[config.mk]
export PLATFORM = sky130hd
export DESIGN_NAME = mode_status_unit
export DESIGN_NICKNAME = d
export VERILOG_FILES = /design/src/rtl/mss_pkg.sv /design/src/rtl/mss_src_regs.sv /design/src/rtl/mss_derive.sv /design/src/rtl/mss_status_reg.sv /design/src/rtl/mode_status_unit.sv
export SDC_FILE = /design/constraint.sdc
export NUM_CORES = 1
export LEC_CHECK = 0
export BUFFER_PORTS_ARGS = -buffer_cell sky130_fd_sc_hd__clkbuf_2
export CAP_MARGIN = 10
export CORE_MARGIN = 3
export CORE_UTILIZATION = 44
export CTS_BUF_LIST = sky130_fd_sc_hd__clkbuf_4 sky130_fd_sc_hd__clkbuf_8 sky130_fd_sc_hd__clkbuf_16
export CTS_CLUSTER_SIZE = 28
export DETAILED_ROUTE_END_ITERATION = 12
export MAX_ROUTING_LAYER = met4
export PLACE_DENSITY_LB_ADDON = 0.2
export SYNTH_ARGS = -nofsm -noshare
export SYNTH_HDL_FRONTEND = slang
export SYNTH_SLANG_ARGS = --single-unit
export TNS_END_PERCENT = 20
[constraint.sdc]
create_clock -name clk -period 3.9 [get_ports clk]
set_clock_uncertainty 0.15 [all_clocks]
set_input_delay 0.195 -clock clk [delete_from_list [all_inputs] [get_ports clk]]
set_output_delay 0.195 -clock clk [all_outputs]
set_load 0.02 [all_outputs]
[src/rtl/mss_pkg.sv]
package mss_pkg;
  localparam int CPL_W  = 2;
  localparam int SZ_W   = 2;
  localparam int SUB_W  = 3;
  localparam int WORD_W = 1 + SUB_W + CPL_W + 2 + 5 * SZ_W;

  localparam logic [SZ_W-1:0] SZ16 = SZ_W'(1);
  localparam logic [SZ_W-1:0] SZ32 = SZ_W'(2);
  localparam logic [SZ_W-1:0] SZ64 = SZ_W'(3);

  typedef enum logic [SUB_W-1:0] {
    SUB_64     = 3'd0,
    SUB_COMPAT = 3'd1,
    SUB_PROT   = 3'd2,
    SUB_V86    = 3'd3,
    SUB_REAL   = 3'd4
  } submode_e;

  typedef struct packed {
    logic             long_act;
    logic             paging;
    logic             protect;
    logic             code_long;
    logic             code_dsz;
    logic [CPL_W-1:0] dpl;
    logic             stk_dsz;
    logic             v86;
  } src_t;

  // packed from MSB down: bit 0 is mode
  typedef struct packed {
    logic [SZ_W-1:0]  stack;
    logic [SZ_W-1:0]  alt_addr;
    logic [SZ_W-1:0]  def_addr;
    logic [SZ_W-1:0]  alt_op;
    logic [SZ_W-1:0]  def_op;
    logic             prot;
    logic             paging;
    logic [CPL_W-1:0] cpl;
    submode_e         submode;
    logic             mode;
  } word_t;

  function automatic submode_e f_submode(input src_t s);
    if (s.long_act)     return s.code_long ? SUB_64 : SUB_COMPAT;
    else if (!s.protect) return SUB_REAL;
    else if (s.v86)      return SUB_V86;
    else                 return SUB_PROT;
  endfunction

  // returns {default, alternate}
  function automatic logic [2*SZ_W-1:0] f_op(input logic is64, input logic dsz);
    return (is64 || dsz) ? {SZ32, SZ16} : {SZ16, SZ32};
  endfunction

  function automatic logic [2*SZ_W-1:0] f_addr(input logic is64, input logic dsz);
    if (is64)     return {SZ64, SZ32};
    else if (dsz) return {SZ32, SZ16};
    else          return {SZ16, SZ32};
  endfunction

  function automatic logic [SZ_W-1:0] f_stack(input logic is64, input logic dsz);
    if (is64)     return SZ64;
    else if (dsz) return SZ32;
    else          return SZ16;
  endfunction

  function automatic word_t f_derive(input src_t s);
    word_t w;
    logic  is64;
    w.mode    = s.long_act;
    w.submode = f_submode(s);
    is64      = (w.submode == SUB_64);
    w.cpl     = s.dpl;
    w.paging  = s.paging;
    w.prot    = s.protect;
    {w.def_op, w.alt_op}     = f_op(is64, s.code_dsz);
    {w.def_addr, w.alt_addr} = f_addr(is64, s.code_dsz);
    w.stack   = f_stack(is64, s.stk_dsz);
    return w;
  endfunction

  localparam word_t RESET_WORD = f_derive('0);
endpackage

[src/rtl/mss_src_regs.sv]
module mss_src_regs
  import mss_pkg::*;
(
  input  logic             clk,
  input  logic             rst_n,
  input  logic             ext_wr,
  input  logic             ext_long_act,
  input  logic             ctl_wr,
  input  logic             ctl_paging,
  input  logic             ctl_protect,
  input  logic             code_wr,
  input  logic             code_long,
  input  logic             code_dsz,
  input  logic [CPL_W-1:0] code_dpl,
  input  logic             stk_wr,
  input  logic             stk_dsz,
  input  logic             flg_wr,
  input  logic             flg_v86,
  output src_t             nxt_o
);
  src_t cur_q;

  // merged view: newly written fields replace stored ones in the same cycle
  always_comb begin
    nxt_o = cur_q;
    if (ext_wr) nxt_o.long_act = ext_long_act;
    if (ctl_wr) begin
      nxt_o.paging  = ctl_paging;
      nxt_o.protect = ctl_protect;
    end
    if (code_wr) begin
      nxt_o.code_long = code_long;
      nxt_o.code_dsz  = code_dsz;
      nxt_o.dpl       = code_dpl;
    end
    if (stk_wr) nxt_o.stk_dsz = stk_dsz;
    if (flg_wr) nxt_o.v86     = flg_v86;
  end

  always_ff @(posedge clk or negedge rst_n) begin
    if (!rst_n) cur_q <= '0;
    else        cur_q <= nxt_o;
  end
endmodule

[src/rtl/mss_derive.sv]
module mss_derive
  import mss_pkg::*;
(
  input  src_t  src_i,
  output word_t word_o,
  output logic  is64_o
);
  assign word_o = f_derive(src_i);
  assign is64_o = src_i.long_act & src_i.code_long;
endmodule

[src/rtl/mss_status_reg.sv]
module mss_status_reg
  import mss_pkg::*;
(
  input  logic  clk,
  input  logic  rst_n,
  input  logic  upd_i,
  input  logic  is64_i,
  input  word_t nxt_i,
  output word_t q_o
);
  always_ff @(posedge clk or negedge rst_n) begin
    if (!rst_n)     q_o <= RESET_WORD;
    else if (upd_i) q_o <= nxt_i;
  end


  hold_chk: assert property (@(posedge clk) disable iff (!rst_n)
    !upd_i |=> $stable(q_o));


  long_sub_chk: assert property (@(posedge clk) disable iff (!rst_n)
    q_o.mode |-> (q_o.submode == SUB_64 || q_o.submode == SUB_COMPAT));


  legacy_sub_chk: assert property (@(posedge clk) disable iff (!rst_n)
    !q_o.mode |-> (q_o.submode == SUB_PROT || q_o.submode == SUB_V86 ||
                   q_o.submode == SUB_REAL));


  real_unprot_chk: assert property (@(posedge clk) disable iff (!rst_n)
    (q_o.submode == SUB_REAL) |-> !q_o.prot);


  wide_sizes_chk: assert property (@(posedge clk) disable iff (!rst_n)
    (upd_i && is64_i) |=> (q_o.stack == SZ64 && q_o.def_addr == SZ64 &&
                           q_o.def_op == SZ32));
endmodule

[src/rtl/mode_status_unit.sv]
module mode_status_unit
  import mss_pkg::*;
(
  input  logic              clk,
  input  logic              rst_n,
  input  logic              ext_wr,
  input  logic              ext_long_act,
  input  logic              ctl_wr,
  input  logic              ctl_paging,
  input  logic              ctl_protect,
  input  logic              code_wr,
  input  logic              code_long,
  input  logic              code_dsz,
  input  logic [1:0]        code_dpl,
  input  logic              stk_wr,
  input  logic              stk_dsz,
  input  logic              flg_wr,
  input  logic              flg_v86,
  input  logic              sw_wr,
  input  logic [17:0]       sw_data,
  output logic [17:0]       mode_word
);
  src_t  src_nxt;
  word_t word_nxt;
  word_t word_q;
  logic  is64_nxt;
  logic  src_any_wr;
  logic  recompute;
  logic  sw_data_unused;

  assign src_any_wr     = ext_wr | ctl_wr | code_wr | stk_wr | flg_wr;
  assign recompute      = src_any_wr | sw_wr;
  assign sw_data_unused = ^sw_data;

  mss_src_regs u_src (
    .clk, .rst_n,
    .ext_wr, .ext_long_act,
    .ctl_wr, .ctl_paging, .ctl_protect,
    .code_wr, .code_long, .code_dsz, .code_dpl,
    .stk_wr, .stk_dsz,
    .flg_wr, .flg_v86,
    .nxt_o(src_nxt)
  );

  mss_derive u_derive (
    .src_i(src_nxt),
    .word_o(word_nxt),
    .is64_o(is64_nxt)
  );

  mss_status_reg u_word (
    .clk, .rst_n,
    .upd_i(recompute),
    .is64_i(is64_nxt),
    .nxt_i(word_nxt),
    .q_o(word_q)
  );

  assign mode_word = word_q;


  cpl_copy_chk: assert property (@(posedge clk) disable iff (!rst_n)
    code_wr |=> mode_word[5:4] == $past(code_dpl));


  ctl_mirror_chk: assert property (@(posedge clk) disable iff (!rst_n)
    ctl_wr |=> (mode_word[6] == $past(ctl_paging) &&
                mode_word[7] == $past(ctl_protect)));


  direct_wr_chk: assert property (@(posedge clk) disable iff (!rst_n)
    (sw_wr && !src_any_wr) |=> $stable(mode_word));


  long_flag_chk: assert property (@(posedge clk) disable iff (!rst_n)
    ext_wr |=> mode_word[0] == $past(ext_long_act));
endmodule

==> out/results.ini, run 1 <==
[outcome]
status=finished clean

[route]
drtIter0Drc=2
dr.pass1.iters=2
postRouteAntennaNets=0
via_per_inst=4.89
post_drt_wl_per_cell_um=12.5
wirelength_um=1670
vias=650
route.detailed.drc=0

[yosys]
synth_cells=69
synth_area_um2=950
yosysSeqAreaShare_pct=61.1
synth.net_count=104
synth.avg_cell_area_um2=13.8
yosys_warnings=0
synth_seq_cells=23
ys_types=22

[worst_setup_path]
cp_max_fo=14
crit_arrival_ps=1730
regToRegSetupSlack_ps=2440
reg2reg_depth=3
crit_required_ps=3950
cp_top_family=simple AND/OR/NAND/NOR gates
rr_startpoint=u_src.cur_q[8]$_DFF_PN0_
crit_type=input pin to flop
path_buf_inv=1
r2r_end=u_word.q_o[17]$_DFFE_PN0P_
cp_cell_sequence=clkbuf_2, or4_4, or2_1, mux2_4
start_kind=input pin
cpPeakStageDelay_ps=590
cp-end-kind=flop
slowest_stage=or4_4

[hold_path]
min_to=u_src.cur_q[1]$_DFF_PN0_
whs_path_depth=2
hp-class=input pin to flop
hp-start=stk_dsz

[power]
cellPowerDensity_nw_per_um2=427
p_leak_nw=0.577
ir_drop_mv=0.273

[die]
die_x_um=52.5
pin_count=53
initial_core_util_pct=47.4
core_um2=2000
dieArea_um2=2750
rows=16
die_h_um=52.5

[place]
dp_hpwl_um=1210
gp_congestion=0.731
io_buffers=34

[sta]
fmax_mhz=594
setup_viol=0
min_period_over_period_pct=43.2
tightest_slew_ps=545
maxSlewViolCount=0
tns_ps=0
slew-limit-headroom_pct=63.7
rsz0062_at_grt=false
hold_viol_final=0
whs_ps=9.25
min_period_ps=1680

[grt]
grt_usage_pct=14.5
grt_antenna_before_repair=0
grt_first_pass_wirelength_um=2750
grt_overflow=0
grt_pass1_vias=656
grt_start_max_net_pins=24

[clock_network]
insertion_delay_ps=300
cts_sinks=23
cts-root-buf=clkbuf_4
post_cts_buffers=0
cts_tree=built
clockBufferDepth=2
path_clk_slew_ps=110
htreeDepth=1
cts_buffers=3

[final_layout]
final_layout_size_suffix_gt1_share_pct=55.7
nets=142
fin_util_pct=58.8
antenna_cells=0
area_growth_syn_to_layout_pct=24.0

[flow_run]
drv_cap=0

-- cells in the final DEF (no fill, tap or decap) --
cell type	synthesis	routed
nand3_1	1	1
dlygate4sd3_1	0	5
a31oi_1	1	1
mux2i_1	3	3
or2_2	1	1
clkbuf_2	0	34
nor2_1	1	1
nand2_1	1	1
mux2_4	1	1
o211ai_1	1	1
a21oi_1	1	1
nor3_1	2	2
dfrtp_1	19	19
o22ai_1	3	3
dfstp_2	4	4
o22a_2	4	4
inv_1	7	7
clkbuf_4	0	4
mux2_2	10	10
or4_4	1	1
o21ai_1	1	1
or2_1	1	1
-- worst max-delay path by stage --
stage	from	endpoint	cells past startpoint
finish	code_wr	u_word.q_o[4]$_DFFE_PN0P_	4
global route	code_wr	u_word.q_o[4]$_DFFE_PN0P_	4
CTS	code_wr	u_word.q_o[4]$_DFFE_PN0P_	4
detailed placement	code_wr	u_word.q_o[4]$_DFFE_PN0P_	4
global placement	code_wr	u_word.q_o[4]$_DFFE_PN0P_	4
floorplan	code_wr	u_word.q_o[4]$_DFFE_PN0P_	5
-- where the power goes --
group,internal [mW],switching [mW]
Combinational,0.0457,0.0643
Sequential,0.269,0.0123
Clock,0.0468,0.0651
-- cells in the mapped netlist --
| cell type | count | area share (%) |
|---|---|---|
| o211ai_1 | 1 | 0.79 |
| o21ai_1 | 1 | 0.53 |
| o22ai_1 | 3 | 2.0 |
| mux2_2 | 10 | 12 |
| buf_8 | 1 | 1.6 |
| mux2i_1 | 3 | 3.2 |
| or4_4 | 1 | 1.2 |
| a21oi_1 | 1 | 0.53 |
| dfstp_2 | 4 | 11 |
| buf_6 | 1 | 1.2 |
| nand3_1 | 1 | 0.53 |
| nand2_1 | 1 | 0.39 |
| o22a_2 | 4 | 4.2 |
| nor3_1 | 2 | 1.1 |
| or2_1 | 1 | 0.66 |
| or2_2 | 1 | 0.66 |
| nor2_1 | 1 | 0.39 |
| buf_4 | 4 | 3.2 |
| inv_1 | 7 | 2.8 |
| a31oi_1 | 1 | 0.66 |
| mux2_4 | 1 | 1.6 |
| dfrtp_1 | 19 | 50 |
-- flip-flops by register name (all words and copies together) (netlist names) --
name,count
u_src.cur_q,9
u_word.q_o,14
-- timing repair --
item | 4_1_cts | 5_1_grt
hold buffers | 5 | 0
gates resized for setup | 0 | 0
endpoints found under the hold margin | 23 | 0
-- layer usage --
metal | GRT usage (%) | up-vias | share of wire (%)
met2 | 24.2 | 22 | 51
li1 | - | 311 | -
met1 | 15.9 | 313 | 41
met4 | 5.11 | 0 | 1.7
met5 | - | - | 0
met3 | 5.13 | 4 | 6.1
-- cell type report --
class | instances | area, µm²
fill | 194 | 825
sequential | 23 | 581
multi-input combinational | 33 | 287
timing repair buffer | 39 | 220
tap | 27 | 33.8
clock buffer | 4 | 30.0
inverter | 7 | 26.3
-- cell families (layout without fill, tap and decap cells) --
family	count (synthesis)	after routing	synth area share [%]
and+or+nand+nor	8	8	4.87
buffers and inverters	13	50	8.70
AOI/OAI and AO/OA	11	11	8.70
muxes	14	14	16.6
DFF	23	23	61.1
-- metrics by stage --
step,cell area [µm²],power [mW],setup slack (ps),std cells
2_1_floorplan,950,0.357,2130,69
3_3_place_gp,1100,0.391,1880,124
3_5_place_dp,1100,0.394,1870,124
4_1_cts,1180,0.512,2210,133
5_1_grt,1180,0.534,2170,133
6_report,1180,0.503,2220,133
Note: power is estimated with default switching activity, not from simulation.
==> inputs of run 2 (changes only) <==
--- a/config.mk
+++ b/config.mk
@@ -8,7 +8,7 @@
 export BUFFER_PORTS_ARGS = -buffer_cell sky130_fd_sc_hd__clkbuf_2
 export CAP_MARGIN = 10
 export CORE_MARGIN = 3
-export CORE_UTILIZATION = 44
+export CORE_UTILIZATION = 42
 export CTS_BUF_LIST = sky130_fd_sc_hd__clkbuf_4 sky130_fd_sc_hd__clkbuf_8 sky130_fd_sc_hd__clkbuf_16
 export CTS_CLUSTER_SIZE = 28
 export DETAILED_ROUTE_END_ITERATION = 12
==> constraint.sdc (replaced) <==
create_clock -name clk -period 1.6 [get_ports clk]
set_clock_uncertainty 0.15 [all_clocks]
set_input_delay 0.08 -clock clk [delete_from_list [all_inputs] [get_ports clk]]
set_output_delay 0.08 -clock clk [all_outputs]
set_load 0.02 [all_outputs]
==> run 2 against run 1 <==
Global-route usage rose by 0.74 points; combinational power rose to 2.8 times the previous value; non-clock buffer count rose by 15; first-iteration DRC count did not move; utilization rose by 5.0 points; via count rose by 7.2%; largest cell class unchanged; largest power group unchanged.
==> out/results.ini, run 2 (synthesized netlist as in run 1, its figures left out) <==
[sta]
setup_viol=0  ; unchanged
maxSlewViolCount=0  ; unchanged
fmax_mhz=669
slew-limit-headroom_pct=62.6  ; -1.1 points
min_period_ps=1490
tightest_slew_ps=561  ; +16.2 ps
whs_ps=6.26  ; -2.99 ps
tns_ps=0  ; unchanged
rsz0062_at_grt=false
min_period_over_period_pct=93.4
hold_viol_final=0  ; unchanged

[worst_setup_path]
crit_arrival_ps=1540  ; -190 ps
cp-end-kind=flop
start_kind=input pin
crit_required_ps=1640  ; -2310 ps
crit_type=input pin to flop
cp_max_fo=2  ; -12

[final_layout]
antenna_cells=0  ; unchanged
layout_commonest_cell=clkbuf_2
n_fill_cell=181  ; -6.7%
regMostFlops=u_word.q_o
final_layout_size_suffix_gt1_share_pct=57.0  ; +1.4 points
final_area_um2=1300  ; +11%
finalNonFillerCells=148  ; +11%
area_growth_syn_to_layout_pct=37.2
largestRegisters=u_word.q_o: 14 flops, u_src.cur_q: 9 flops
final_cell_mix=34 x clkbuf_2, 19 x dfrtp_1, 10 x mux2_2, 10 x dlygate4sd3_1, 10 x buf_4
largest_register_ffs=14  ; unchanged
nets=157  ; +11%

[clock_network]
cts_tree=built
post_cts_buffers=0  ; unchanged
path_clk_slew_ps=110  ; about the same
insertion_delay_ps=300  ; about the same
cts_sinks=23  ; unchanged
postCtsHoldBufs=10  ; +5
htreeDepth=1  ; unchanged
post_cts_resized=0  ; unchanged
cts_buffers=3  ; unchanged
cts-root-buf=clkbuf_4
clockBufferDepth=2  ; unchanged

[power]
pwr-share-clk_pct=21.6  ; -0.7 points
ir_drop_mv=0.538  ; +97%
sw_frac_of_total_pct=27.9  ; -0.25 points
cellPowerDensity_nw_per_um2=969  ; +130%
seqPwrFrac_pct=54.3  ; -1.6 points
power_switching_mw=0.352  ; +150%
p_leak_nw=0.645  ; +12%
p_int_mw=0.909  ; +150%
power_frac_comb_pct=24.1  ; +2.2 points

[route]
post_drt_wl_per_cell_um=12.3  ; -2.0%
route.detailed.drc=0  ; unchanged
dr.pass1.iters=4  ; +2
via_per_inst=4.71  ; -3.6%
drtIter0Drc=2  ; unchanged
wirelength_um=1820  ; +9.1%
postRouteAntennaNets=0  ; unchanged
vias=697  ; +7.2%

[place]
dp_hpwl_um=1370  ; +13%
io_buffers=34  ; unchanged
dp.cells=134  ; +8.1%
placed_area_um2=1170  ; +6.8%
gp_congestion=0.819  ; +12%

[grt]
grt_overflow=0  ; unchanged
grt_antenna_before_repair=0  ; unchanged
grt_start_max_net_pins=24  ; unchanged
grt_usage_pct=15.2  ; +0.74 points
grt_first_pass_wirelength_um=3010  ; +9.3%
grt_pass1_vias=698  ; +6.4%

[die]
initial_core_util_pct=46.5  ; -0.93 points
die_x_um=53.6  ; +2.1%
core_um2=2040  ; +2.0%
rows=16  ; unchanged
pin_count=53  ; unchanged
dieArea_um2=2870  ; +4.2%
die_h_um=53.6  ; +2.1%

[hold_path]
hp-class=input pin to flop

[outcome]
status=finished clean

[flow_run]
drv_cap=0  ; unchanged

-- run 2: cell types whose count changed in the layout (fill, tap and decap cells not counted), sizes merged --
| cell | change |
|---|---|
| buf | +10 |
| dlygate4sd3 | +5 |
-- run 2: metrics by stage --
stage / setup slack, ps / util, % / power, mW
2_1_floorplan: -51.2 / - / 0.871
3_3_place_gp: -117 / 57.4 / 0.977
3_5_place_dp: -155 / 57.4 / 0.984
4_1_cts: 112 / 63.8 / 1.29
5_1_grt: 95.3 / 63.8 / 1.34
6_report: 106 / 63.8 / 1.26
-- run 2: critical path: stages --
cell	delay, ps
dlygate4sd3_1	540
clkbuf_2	100
mux2_2	260
dlygate4sd3_1	560
-- run 2: path summary, 6_finish.rpt --
check                           slack (ps)                 startpoint  cells past startpoint                          to
worst min-delay path                     6                  code_long                      4    u_src.cur_q[5]$_DFF_PN0_
worst max register to register         130   u_src.cur_q[0]$_DFF_PN0_                      2    u_src.cur_q[0]$_DFF_PN0_
worst min register to register         350  u_word.q_o[8]$_DFFE_PN1P_                      2   u_word.q_o[8]$_DFFE_PN1P_
min in group asynchronous              140                      rst_n                      2  u_word.q_o[14]$_DFFE_PN0P_
worst max-delay path                   110                 ctl_paging                      4    u_src.cur_q[7]$_DFF_PN0_
max in group asynchronous              790                      rst_n                      2   u_word.q_o[3]$_DFFE_PN1P_
-- run 2: area by class of cell --
cell class / instances / area [µm²] / share of cell area (%)
Clock buffer: 4 / 30.0 / 2.31
Inverter: 7 / 26.3 / 2.02
Multi-Input combinational cell: 33 / 287 / 22.0
Sequential cell: 23 / 581 / 44.6
Tap cell: 27 / 33.8 / 2.59
Timing Repair Buffer: 54 / 345 / 26.5
-- run 2: metal layers --
| layer | vias to the layer above | routed length [µm] | track usage (%) |
|---|---|---|---|
| met1 | 335 | 828 | 18.8 |
| met4 | 0 | 15 | 7.66 |
| met5 | - | 0 | - |
| met2 | 19 | 883 | 24.1 |
| li1 | 341 | - | - |
| met3 | 2 | 93 | 2.49 |
-- run 2: power by group through the flow --
| stage | Combinational [mW] | Clock [mW] | Sequential (mW) |
|---|---|---|---|
| after floorplan | 0.124 | 0 | 0.747 |
| after global routing | 0.332 | 0.311 | 0.694 |
| after CTS | 0.310 | 0.290 | 0.687 |
| after detailed placement | 0.286 | 0 | 0.698 |
| final | 0.304 | 0.272 | 0.685 |
| after global placement | 0.284 | 0 | 0.694 |
==> inputs of run 3 (changes only) <==
--- a/config.mk
+++ b/config.mk
@@ -5,10 +5,11 @@
 export SDC_FILE = /design/constraint.sdc
 export NUM_CORES = 1
 export LEC_CHECK = 0
+export ABC_AREA = 1
 export BUFFER_PORTS_ARGS = -buffer_cell sky130_fd_sc_hd__clkbuf_2
 export CAP_MARGIN = 10
 export CORE_MARGIN = 3
-export CORE_UTILIZATION = 42
+export CORE_UTILIZATION = 44
 export CTS_BUF_LIST = sky130_fd_sc_hd__clkbuf_4 sky130_fd_sc_hd__clkbuf_8 sky130_fd_sc_hd__clkbuf_16
 export CTS_CLUSTER_SIZE = 28
 export DETAILED_ROUTE_END_ITERATION = 12
==> run 3 against run 2 <==
Synthesized cell count up 72%; sequential cell count unchanged; power down 3.0%; critical path type unchanged; largest power group unchanged.
==> out/results.ini, run 3 <==
[sta]
tns_ps=0  ; unchanged
min_period_ps=1420  ; -77.2 ps
tightest_slew_ps=553  ; -8.43 ps
maxSlewViolCount=0  ; unchanged
setup_viol=0  ; unchanged
slew-limit-headroom_pct=63.2  ; +0.56 points
fmax_mhz=706  ; +5.5%
setup_ws_ps=183  ; +77.2 ps
rsz0062_at_grt=false
whs_ps=19.0  ; +12.7 ps
min_period_over_period_pct=88.5  ; -4.8 points
hold_viol_final=0  ; unchanged

[flow_run]
drv_cap=0  ; unchanged

[worst_setup_path]
cp-end-kind=flop
rr_startpoint=u_src.cur_q[8]$_DFF_PN0_
reg2reg_depth=3  ; +1
crit_type=input pin to flop
crit_path_end=u_word.q_o[6]$_DFFE_PN0P_
crit_arrival_ps=1480  ; -60 ps
crit_required_ps=1670  ; +30 ps
startpoint=ctl_paging
start_kind=input pin
cp_max_fo=2  ; unchanged
regToRegSetupSlack_ps=240  ; +110 ps
r2r_end=u_src.cur_q[8]$_DFF_PN0_

[grt]
grt_usage_pct=17.4  ; +2.2 points
grt_first_pass_wirelength_um=3530  ; +17%
grt_start_max_net_pins=24  ; unchanged
grt_pass1_vias=877  ; +26%
grt_antenna_before_repair=0  ; unchanged
grt_overflow=0  ; unchanged

[clock_network]
clockBufferDepth=2  ; unchanged
cts_tree=built
cts-root-buf=clkbuf_4
cts_sinks=23  ; unchanged
htreeDepth=1  ; unchanged
cts_buffers=3  ; unchanged
path_clk_slew_ps=130  ; +20 ps
insertion_delay_ps=310  ; about the same

[die]
die_x_um=54.3  ; +1.5%
core_um2=2080  ; +2.0%
die_h_um=54.3  ; +1.5%
rows=16  ; unchanged
dieArea_um2=2950  ; +3.0%
initial_core_util_pct=49.4  ; +2.9 points
pin_count=53  ; unchanged

[final_layout]
layout_commonest_cell=nand2_1
largest_register_ffs=14  ; unchanged
nets=204  ; +30%
final_cell_mix=48 x nand2_1, 34 x clkbuf_2, 19 x dfrtp_1, 16 x dlygate4sd3_1, 14 x inv_1
antenna_cells=0  ; unchanged
regMostFlops=u_word.q_o
largestRegisters=u_word.q_o: 14 flops, u_src.cur_q: 9 flops
area_growth_syn_to_layout_pct=35.5
n_fill_cell=185  ; +2.2%
final_layout_size_suffix_gt1_share_pct=30.4  ; -27 points

[place]
io_buffers=34  ; unchanged
dp_hpwl_um=1440  ; +4.9%
gp_congestion=0.704  ; -14%
post-place-ws_ps=416  ; +571 ps

[yosys]
netlist_top_cells_area=dfrtp_1 46%, nand2_1 18%, dfstp_2 10%
synth_area_leader_cell=dfrtp_1
yosys_warnings=0  ; unchanged
async_reset_ff_share_pct=100  ; unchanged
yosysSeqAreaShare_pct=56.4  ; -4.7 points
synth_top_flop_cell=dfrtp_1
ys_types=16  ; -27%
synth_seq_cells=23  ; unchanged
synth-edff-count=0  ; unchanged
synth.avg_cell_area_um2=8.64  ; -37%
synth.net_count=154  ; +48%
synth_cells=119  ; +72%
synth_top_area_share_pct=46.2  ; -3.8 points
synth_area_um2=1030  ; +8.3%
synth.most_common_cell=nand2_1
synth_common_cells=50 x nand2_1, 19 x dfrtp_1, 14 x inv_1, 7 x o21ai_0

[route]
drtIter0Drc=12  ; +10
postRouteAntennaNets=0  ; unchanged
post_drt_wl_per_cell_um=10.8  ; -12%
dr.pass1.iters=4  ; unchanged
route.detailed.drc=0  ; unchanged
vias=886  ; +27%
wirelength_um=2110  ; +16%
via_per_inst=4.54  ; -3.5%

[outcome]
status=finished clean

[power]
p_leak_nw=0.766  ; +19%
cellPowerDensity_nw_per_um2=878  ; -9.3%
ir_drop_mv=0.498  ; -7.4%
finalPower_mw=1.22  ; -3.0%

[hold_path]
hp-class=input pin to flop
hp-start=ext_wr

[run 3: where the power goes]
group          leakage [nW]  internal, mW  switching [mW]
logic                 0.478         0.112           0.173
clock network        0.0177        0.0933           0.171
registers             0.271         0.647          0.0279
total                 0.766         0.852           0.372
[run 3: layout make-up]
class / instances / area, µm² / area share [%]
sequential: 23 / 581 / 41.7
timing repair buffer: 52 / 355 / 25.5
multi-input combinational: 74 / 338 / 24.2
inverter: 15 / 58.8 / 4.22
tap: 27 / 33.8 / 2.42
clock buffer: 3 / 22.5 / 1.62
clock inverter: 1 / 5.00 / 0.359
[run 3: how the worst min path moves through the flow]
stage / endpoint / cells after the start
after global placement: u_src.cur_q[2]$_DFF_PN0_ / 1
final: u_word.q_o[16]$_DFFE_PN1P_ / 4
after global routing: u_word.q_o[16]$_DFFE_PN1P_ / 4
after floorplan: u_src.cur_q[0]$_DFF_PN0_ / 0
after detailed placement: u_word.q_o[4]$_DFFE_PN0P_ / 1
after CTS: u_word.q_o[16]$_DFFE_PN1P_ / 4
[run 3: what timing repair did]
item,CTS,global route
setup endpoints to repair,0,5
endpoints found under the hold margin,36,0
setup buffers,0,0
resized for setup,0,6
hold buffers,19,0
[run 3: through the flow]
stage / area, µm² / util [%] / cells
floorplan: 1030 / - / 119
global route: 1390 / 66.9 / 195
detailed placement: 1170 / 56.3 / 173
CTS: 1390 / 66.8 / 196
finish: 1390 / 66.9 / 195
global placement: 1170 / 56.3 / 173
[run 3: kinds of logic after synthesis]
family	synth area share (%)
compound gates	6.08
simple gates	25.9
buf+inv	11.6
flops	56.4
[run 3: metal layers]
metal | wire length (µm) | vias up | global-route usage, % | share of wire, %
li1 | - | 452 | - | -
met1 | 882 | 407 | 19.9 | 42
met2 | 1090 | 23 | 29.5 | 52
met3 | 104 | 4 | 2.45 | 4.9
met4 | 31 | 0 | 9.13 | 1.5
met5 | 0 | - | - | 0
[run 3: critical path, stage by stage]
cell and delay, ps:
dlygate4sd3_1 530, clkbuf_2 100, nand2_1 50, dlygate4sd3_1 540, nand2_1 70, nand2_1 60
nand2_1 50
